File: src/rtl/flash_cmd_pkg.sv
package flash_cmd_pkg;
  typedef enum logic [2:0] {
    OP_NONE = 3'd0, OP_PROG = 3'd1, OP_SECT = 3'd2, OP_BLK = 3'd3, OP_CHIP = 3'd4
  } op_kind_e;

  typedef enum logic [1:0] {
    MODE_ARRAY = 2'd0, MODE_ID = 2'd1, MODE_CFI = 2'd2
  } read_mode_e;

  typedef enum logic [2:0] {
    SQ_IDLE, SQ_UNL1, SQ_UNL2, SQ_PROG, SQ_ERS3, SQ_ERS4, SQ_ERS5
  } seq_state_e;

  localparam logic [15:0] UNLOCK_A = 16'h5555;
  localparam logic [15:0] UNLOCK_B = 16'h2AAA;
  localparam logic [7:0]  CD_AA    = 8'hAA;
  localparam logic [7:0]  CD_55    = 8'h55;
  localparam logic [7:0]  CD_PROG  = 8'hA0;
  localparam logic [7:0]  CD_ERASE = 8'h80;
  localparam logic [7:0]  CD_ID    = 8'h90;
  localparam logic [7:0]  CD_CFI   = 8'h98;
  localparam logic [7:0]  CD_EXIT  = 8'hF0;
  localparam logic [7:0]  CD_SECT  = 8'h30;
  localparam logic [7:0]  CD_BLK   = 8'h50;
  localparam logic [7:0]  CD_CHIP  = 8'h10;
endpackage

File: src/rtl/flash_prot_check.sv
module flash_prot_check
  import flash_cmd_pkg::*;
#(
  parameter int ADDR_W     = 20,
  parameter int SECT_BITS  = 10,
  parameter int PROT_SECTS = 4
) (
  input  logic              wp_ni,
  input  logic              cand_valid_i,
  input  op_kind_e          cand_kind_i,
  input  logic [ADDR_W-1:0] cand_addr_i,
  output logic              blocked_o
);
  localparam logic [ADDR_W-1:0] PROT_LIMIT = ADDR_W'(PROT_SECTS << SECT_BITS);

  // aligned start below the limit means the range overlaps the guarded sectors
  always_comb begin
    blocked_o = cand_valid_i && !wp_ni && (cand_kind_i != OP_CHIP)
                && (cand_addr_i < PROT_LIMIT);
  end
endmodule

File: src/rtl/flash_busy_timer.sv
module flash_busy_timer #(
  parameter int PROG_CYC  = 500,
  parameter int ERASE_CYC = 20000
) (
  input  logic clk_i,
  input  logic rst_ni,
  input  logic abort_i,
  input  logic start_i,
  input  logic long_i,
  output logic busy_o
);
  localparam int MAX_CYC = (PROG_CYC > ERASE_CYC) ? PROG_CYC : ERASE_CYC;
  localparam int CNT_W   = $clog2(MAX_CYC + 1);

  logic [CNT_W-1:0] cnt_q;

  always_ff @(posedge clk_i or negedge rst_ni) begin
    if (!rst_ni)             cnt_q <= '0;
    else if (abort_i)        cnt_q <= '0;
    else if (start_i)        cnt_q <= long_i ? CNT_W'(ERASE_CYC) : CNT_W'(PROG_CYC);
    else if (cnt_q != '0)    cnt_q <= cnt_q - 1'b1;
  end

  assign busy_o = (cnt_q != '0);


  start_idle_chk: assert property (@(posedge clk_i) disable iff (!rst_ni)
    start_i |-> !busy_o);

  start_busy_chk: assert property (@(posedge clk_i) disable iff (!rst_ni)
    start_i && !abort_i |=> busy_o);
endmodule

File: src/rtl/flash_seq_fsm.sv
module flash_seq_fsm
  import flash_cmd_pkg::*;
#(
  parameter int ADDR_W     = 20,
  parameter int DATA_W     = 16,
  parameter int SECT_BITS  = 10,
  parameter int BLK_BITS   = 15,
  parameter int PROT_SECTS = 4
) (
  input  logic              clk_i,
  input  logic              rst_ni,
  input  logic              abort_i,
  input  logic              wr_en_i,
  input  logic [ADDR_W-1:0] addr_i,
  input  logic [DATA_W-1:0] data_i,
  input  logic              wp_ni,
  input  logic              busy_i,
  input  logic              blocked_i,
  output logic              cand_valid_o,
  output op_kind_e          cand_kind_o,
  output logic [ADDR_W-1:0] cand_addr_o,
  output logic              op_valid_o,
  output op_kind_e          op_kind_o,
  output logic [ADDR_W-1:0] op_addr_o,
  output logic [DATA_W-1:0] op_data_o,
  output logic              op_keep_prot_o,
  output read_mode_e        mode_o
);
  localparam logic [ADDR_W-1:0] PROT_LIMIT = ADDR_W'(PROT_SECTS << SECT_BITS);

  seq_state_e state_q, state_d;
  read_mode_e mode_d;
  logic       bad;
  logic       hit_a, hit_b;
  logic [7:0] lo;

  assign lo    = data_i[7:0];
  assign hit_a = (addr_i[15:0] == UNLOCK_A);
  assign hit_b = (addr_i[15:0] == UNLOCK_B);

  always_comb begin
    state_d      = state_q;
    mode_d       = mode_o;
    cand_valid_o = 1'b0;
    cand_kind_o  = OP_NONE;
    cand_addr_o  = '0;
    bad          = 1'b0;
    if (wr_en_i && !busy_i) begin
      state_d = SQ_IDLE;
      unique case (state_q)
        SQ_IDLE: if (hit_a && lo == CD_AA) state_d = SQ_UNL1; else bad = 1'b1;
        SQ_UNL1: if (hit_b && lo == CD_55) state_d = SQ_UNL2; else bad = 1'b1;
        SQ_UNL2: begin
          if (!hit_a) bad = 1'b1;
          else begin
            unique case (lo)
              CD_PROG:  state_d = SQ_PROG;
              CD_ERASE: state_d = SQ_ERS3;
              CD_ID:    mode_d  = MODE_ID;
              CD_CFI:   mode_d  = MODE_CFI;
              CD_EXIT:  mode_d  = MODE_ARRAY;
              default:  bad     = 1'b1;
            endcase
          end
        end
        SQ_PROG: begin
          cand_valid_o = 1'b1;
          cand_kind_o  = OP_PROG;
          cand_addr_o  = addr_i;
        end
        SQ_ERS3: if (hit_a && lo == CD_AA) state_d = SQ_ERS4; else bad = 1'b1;
        SQ_ERS4: if (hit_b && lo == CD_55) state_d = SQ_ERS5; else bad = 1'b1;
        SQ_ERS5: begin
          if (lo == CD_SECT) begin
            cand_valid_o = 1'b1;
            cand_kind_o  = OP_SECT;
            cand_addr_o  = {addr_i[ADDR_W-1:SECT_BITS], {SECT_BITS{1'b0}}};
          end else if (lo == CD_BLK) begin
            cand_valid_o = 1'b1;
            cand_kind_o  = OP_BLK;
            cand_addr_o  = {addr_i[ADDR_W-1:BLK_BITS], {BLK_BITS{1'b0}}};
          end else if (lo == CD_CHIP && hit_a) begin
            cand_valid_o = 1'b1;
            cand_kind_o  = OP_CHIP;
          end else bad = 1'b1;
        end
        default: bad = 1'b1;
      endcase
      if (bad) mode_d = MODE_ARRAY;
    end
  end

  always_ff @(posedge clk_i or negedge rst_ni) begin
    if (!rst_ni) begin
      state_q        <= SQ_IDLE;
      mode_o         <= MODE_ARRAY;
      op_valid_o     <= 1'b0;
      op_kind_o      <= OP_NONE;
      op_addr_o      <= '0;
      op_data_o      <= '0;
      op_keep_prot_o <= 1'b0;
    end else if (abort_i) begin
      state_q    <= SQ_IDLE;
      mode_o     <= MODE_ARRAY;
      op_valid_o <= 1'b0;
    end else begin
      state_q    <= state_d;
      mode_o     <= mode_d;
      op_valid_o <= cand_valid_o && !blocked_i;
      if (cand_valid_o && !blocked_i) begin
        op_kind_o      <= cand_kind_o;
        op_addr_o      <= cand_addr_o;
        op_data_o      <= data_i;
        op_keep_prot_o <= !wp_ni;
      end
    end
  end


  op_kind_chk: assert property (@(posedge clk_i) disable iff (!rst_ni)
    op_valid_o |-> op_kind_o != OP_NONE);

  prot_gate_chk: assert property (@(posedge clk_i) disable iff (!rst_ni)
    op_valid_o && op_kind_o != OP_CHIP && !$past(wp_ni) |-> op_addr_o >= PROT_LIMIT);
endmodule

File: src/rtl/flash_cmd_decoder.sv
module flash_cmd_decoder
  import flash_cmd_pkg::*;
#(
  parameter int          ADDR_W     = 20,
  parameter int          DATA_W     = 16,
  parameter int          SECT_BITS  = 10,
  parameter int          BLK_BITS   = 15,
  parameter int          PROT_SECTS = 4,
  parameter int          PROG_CYC   = 500,
  parameter int          ERASE_CYC  = 20000,
  parameter logic [15:0] MFR_ID     = 16'h00BF,
  parameter logic [15:0] DEV_ID     = 16'h2761
) (
  input  logic              clk_i,
  input  logic              rst_ni,
  input  logic              abort_i,
  input  logic              wr_en_i,
  input  logic [ADDR_W-1:0] addr_i,
  input  logic [DATA_W-1:0] data_i,
  input  logic              wp_ni,
  input  logic [ADDR_W-1:0] rd_addr_i,
  output logic              op_valid_o,
  output logic [2:0]        op_kind_o,
  output logic [ADDR_W-1:0] op_addr_o,
  output logic [DATA_W-1:0] op_data_o,
  output logic              op_keep_prot_o,
  output logic              busy_o,
  output logic [1:0]        read_mode_o,
  output logic [DATA_W-1:0] id_data_o
);
  logic              cand_valid, blocked, busy;
  op_kind_e          cand_kind, op_kind;
  logic [ADDR_W-1:0] cand_addr;
  read_mode_e        mode;

  flash_seq_fsm #(
    .ADDR_W(ADDR_W), .DATA_W(DATA_W), .SECT_BITS(SECT_BITS),
    .BLK_BITS(BLK_BITS), .PROT_SECTS(PROT_SECTS)
  ) u_seq (
    .clk_i, .rst_ni, .abort_i, .wr_en_i, .addr_i, .data_i, .wp_ni,
    .busy_i(busy), .blocked_i(blocked),
    .cand_valid_o(cand_valid), .cand_kind_o(cand_kind), .cand_addr_o(cand_addr),
    .op_valid_o, .op_kind_o(op_kind), .op_addr_o, .op_data_o, .op_keep_prot_o,
    .mode_o(mode)
  );

  flash_prot_check #(
    .ADDR_W(ADDR_W), .SECT_BITS(SECT_BITS), .PROT_SECTS(PROT_SECTS)
  ) u_prot (
    .wp_ni, .cand_valid_i(cand_valid), .cand_kind_i(cand_kind),
    .cand_addr_i(cand_addr), .blocked_o(blocked)
  );

  flash_busy_timer #(.PROG_CYC(PROG_CYC), .ERASE_CYC(ERASE_CYC)) u_timer (
    .clk_i, .rst_ni, .abort_i,
    .start_i(cand_valid && !blocked),
    .long_i(cand_kind != OP_PROG),
    .busy_o(busy)
  );

  assign busy_o      = busy;
  assign op_kind_o   = op_kind;
  assign read_mode_o = mode;

  always_comb begin
    id_data_o = '0;
    if (mode == MODE_ID && rd_addr_i[ADDR_W-1:1] == '0)
      id_data_o = DATA_W'(rd_addr_i[0] ? DEV_ID : MFR_ID);
  end


  abort_clear_chk: assert property (@(posedge clk_i) disable iff (!rst_ni)
    abort_i |=> read_mode_o == 2'd0 && !busy_o && !op_valid_o);

  mode_hold_chk: assert property (@(posedge clk_i) disable iff (!rst_ni)
    !wr_en_i && !abort_i |=> $stable(read_mode_o));
endmodule

File: config.mk
export PLATFORM = sky130hd
export DESIGN_NAME = flash_cmd_decoder
export DESIGN_NICKNAME = d
export VERILOG_FILES = /design/src/rtl/flash_cmd_pkg.sv /design/src/rtl/flash_prot_check.sv /design/src/rtl/flash_busy_timer.sv /design/src/rtl/flash_seq_fsm.sv /design/src/rtl/flash_cmd_decoder.sv
export SDC_FILE = /design/constraint.sdc
export NUM_CORES = 1
export LEC_CHECK = 0
export BUFFER_PORTS_ARGS = -buffer_cell sky130_fd_sc_hd__buf_2
export CORE_UTILIZATION = 50
export CTS_BUF_LIST = sky130_fd_sc_hd__clkbuf_16
export DETAILED_ROUTE_END_ITERATION = 8
export PLACE_DENSITY = 0.8
export SETUP_SLACK_MARGIN = 0.1
export SLEW_MARGIN = 20
export SYNTH_ARGS = -nofsm -noshare
export SYNTH_HDL_FRONTEND = slang
export SYNTH_SLANG_ARGS = --single-unit
export TNS_END_PERCENT = 10
File: constraint.sdc
create_clock -name clk_i -period 2.3 [get_ports clk_i]
set_input_delay 0.345 -clock clk_i [delete_from_list [all_inputs] [get_ports clk_i]]
set_output_delay 0.345 -clock clk_i [all_outputs]
set_load 0.1 [all_outputs]
==> summary.md <==
| Metric | Value |
|---|---|
| Cell variety after synth | between 50 and 60 |
| Hold violation total from the final report | 0 |
| Worst path required time | just under 2000 ps |
| Tmin final | around 2300 ps |
| Post-synthesis cell area | about 0.0034 mm^2 |
| Slew margin rel. | between 50% and 60% |
| TritonCTS clock tree | yes |
| Sw frac | 31.5% |
| Post-DP HPWL | about 6700 um |
| Number of global-route vias before repair | between 3k and 4k |
| Num CTS Buffers | 9 |
| Clock Tree Root | clkbuf_16 |
| Clk buf depth | 2 |
| Failing checks | design-rule violations |
| GRT overflow | 0 |
| Total GRT Usage | a little over a quarter |
| WP data arrival | 1910 ps |
| Clk pwr share | a little under two fifths |
| Internal power | about 2.6 mW |
| Vias per cell | slightly below 6 |
| Setup TNS | 0 ps |
| Worst Setup Slack post-DPL | -88.0 ps |
| Post-synth EDFFs | 0 |
| Asr flop ratio synth | 100% |
| # diodes | 0 |
| Largest net degree at the start of global routing | 42 |
| Psw | between 1 and 1.5 mW |
| ANT nets after route | 0 |
| Syn Area/Cell | between 9 and 10 um^2 |
| CTS clk-pin slew, worst paths | approximately 50 ps |
| Core ar. | ~0.0065 mm^2 |
| Nets | 550 |
| Max-Cap Viols | 0 |
| Routed len/inst | 16.6 um |
| Worst Setup Start Kind | flip-flop |
| Initial Utilization | 52.8% |
| Fin. max-slew vios | 0 |
| Vias post-DR | ~3.3k |
| Hold Crit Class | input pin to asynchronous set/reset pin |
| Post-placement cell count | 547 |
| Fmax | ~440 MHz |
| H-tree levels | 3 |
| Fill cells | 436 |
| First DRT Iteration DRCs | approximately 290 |
| Final Setup Violations | 0 |
| Pleak | 2.36 nW |
| Peak supply drop | 0.000716 V |
| RD Place Congestion | around 0.94 |
| Cells after synthesis | ~350 |
| Pwr/cell area | approximately 800 mW/mm^2 |
| Layout cells sized above 1 | a little over two fifths |
| Row count | 29 |
| CTS sink cnt | 61 |
| Port-buffer cells | approximately 120 |
| DR pass1 iterations | 9 |
| Initial antenna violation count | 0 |
| First-pass GRT wire length | 15100 um |
| Worst skew pair latency | around 330 ps |
| Register area share after synthesis | 44.5% |
| Combinational Power Share | roughly 30% |
| Sequential power share | about a third |
| Fin cells | roughly 570 |
| RSZ-0062 raised after global routing | true |
| Drt drc | 12 |
| Die Width | 84.8 um |
| Flop and latch count out of synthesis | between 60 and 70 |
| Die height | 84.8 um |
| Final Worst Setup Slack | about 43 ps |
| Die area | around 0.0072 mm^2 |
| Synth warn | 0 |
| Storage cell area | ~0.0015 mm^2 |
| Io pins | about 120 |
| Skew final | between 6 and 7 ps |
| Outcome | complete, but fails checks |
| Worst hold slack | around 45 ps |
| Final WL | approximately 9500 um |
| Multi-input gate area | 0.00181 mm^2 |
| Critical path type | flip-flop to output port |
| Primary FF master, synth | dfrtp_1 |
| Area grow syn2layout | 40.7% |
| Worst Setup End Kind | output port |
| CP max FO | 4 |
| Actual slew at the worst max-slew pin | ~660 ps |
| Period utilization | just under 100% |
-- synthesized netlist by cell type (all sizes together) (4+ instances only) --
| cell type | instances | share of area (%) |
|---|---|---|
| a22o | 6 | 1.5 |
| nand3 | 7 | 1.0 |
| xor2 | 7 | 1.8 |
| clkbuf | 8 | 0.88 |
| a21oi | 6 | 0.88 |
| nand4 | 9 | 1.6 |
| mux2 | 15 | 6.5 |
| nor3 | 13 | 2.0 |
| nand2 | 55 | 6.0 |
| or3 | 5 | 0.91 |
| buf | 22 | 4.9 |
| nor4bb | 6 | 1.8 |
| inv | 7 | 0.77 |
| nor4b | 4 | 1.2 |
| o31ai | 4 | 0.88 |
| nand3b | 4 | 0.88 |
| o21ai | 35 | 5.2 |
| nand2b | 4 | 0.73 |
| nor4 | 11 | 2.4 |
| dfrtp | 61 | 45 |
| nor2 | 16 | 1.8 |
| xnor2 | 5 | 1.3 |
-- flip-flops by register name, summed over array words and instances (netlist names) --
| name | flops |
|---|---|
| u_seq.state_q | 3 |
| u_timer.cnt_q | 15 |
| u_seq.mode_o | 2 |
| u_seq.op_data_o | 16 |
| u_seq.op_keep_prot_o | 1 |
| u_seq.op_kind_o | 3 |
| u_seq.op_addr_o | 20 |
| u_seq.op_valid_o | 1 |
-- kinds of logic (layout without fill, tap and decap cells) --
| family | count (synthesis) | after routing | synth area share [%] |
|---|---|---|---|
| compound gates | 69 | 69 | 12.9 |
| xor+xnor | 12 | 12 | 3.07 |
| fa+ha+maj | 2 | 2 | 0.730 |
| buf+inv | 37 | 171 | 6.54 |
| flops | 61 | 61 | 44.5 |
| mux | 16 | 16 | 6.75 |
| other cells | 1 | 4 | 0.109 |
| simple gates | 156 | 156 | 25.4 |
-- power by group through the flow --
stage               Sequential, mW  Combinational (mW)  Clock, mW
floorplan                     1.24               0.642          0
global placement              1.26               0.888          0
detailed placement            1.26               0.912          0
CTS                           1.24                1.04       1.41
global route                  1.26                1.21       1.46
finish                        1.26                1.11       1.39
-- cell type report --
| class | instances | share of cell area, % |
|---|---|---|
| Multi-Input combinational cell | 259 | 37.5 |
| Sequential cell | 61 | 31.8 |
| Timing Repair Buffer | 149 | 21.7 |
| Clock buffer | 9 | 4.67 |
| Tap cell | 77 | 2.00 |
| Clock inverter | 6 | 1.66 |
| Inverter | 7 | 0.545 |
-- final timing paths --
check                           slack [ps]              endpoint  cells after the start          startpoint
min in group clk_i                     210  u_seq.op_keep_prot_o                      2               wp_ni
worst min register to register         480    u_seq.op_addr_o[2]                      2  u_seq.op_addr_o[2]
worst max-delay path                    40                busy_o                      5    u_timer.cnt_q[3]
max in group asynchronous             1650    u_seq.op_addr_o[2]                      2              rst_ni
worst max register to register         130    u_seq.op_kind_o[0]                      7    u_timer.cnt_q[7]
worst min-delay path                    50    u_seq.op_data_o[3]                      1              rst_ni
-- cells in the final DEF (no fill, tap or decap), drive strengths merged, types with 5 or more instances in the layout --
| cell | n |
|---|---|
| a21oi | 6 |
| a22o | 6 |
| buf | 149 |
| clkbuf | 9 |
| dfrtp | 61 |
| inv | 8 |
| mux2 | 15 |
| nand2 | 55 |
| nand3 | 7 |
| nand4 | 9 |
| nor2 | 16 |
| nor3 | 13 |
| nor4 | 11 |
| nor4bb | 6 |
| o21ai | 35 |
| or3 | 5 |
| xnor2 | 5 |
| xor2 | 7 |
-- metrics by stage --
stage	power, mW	instance area (um^2)	utilization (%)
global route	3.94	4820	74.2
finish	3.77	4820	74.2
global placement	2.14	4340	66.8
detailed placement	2.17	4340	66.8
CTS	3.69	4730	72.9
floorplan	1.89	3560	-
-- critical path: stages (launching register included) --
cell	delay [ps]
dfrtp_1	420
nor4_2	420
buf_4	190
and3b_2	250
nand3_4	100
buf_12	200
-- timing repair --
action	4_1_cts	5_1_grt
buffers inserted	5	1
endpoints found under the setup margin	15	65
hold buffers	0	0
hold endpoints to repair	0	0
resized for setup	10	25
pin swaps	4	12
-- per-layer routing --
layer	wire length (um)	track usage (%)	share of wire, %
met3	572	6.69	6.1
met5	0	0	0
met1	3910	35.1	41
met4	231	8.63	2.4
met2	4730	43.1	50
Note: power is estimated with default switching activity, not from simulation.
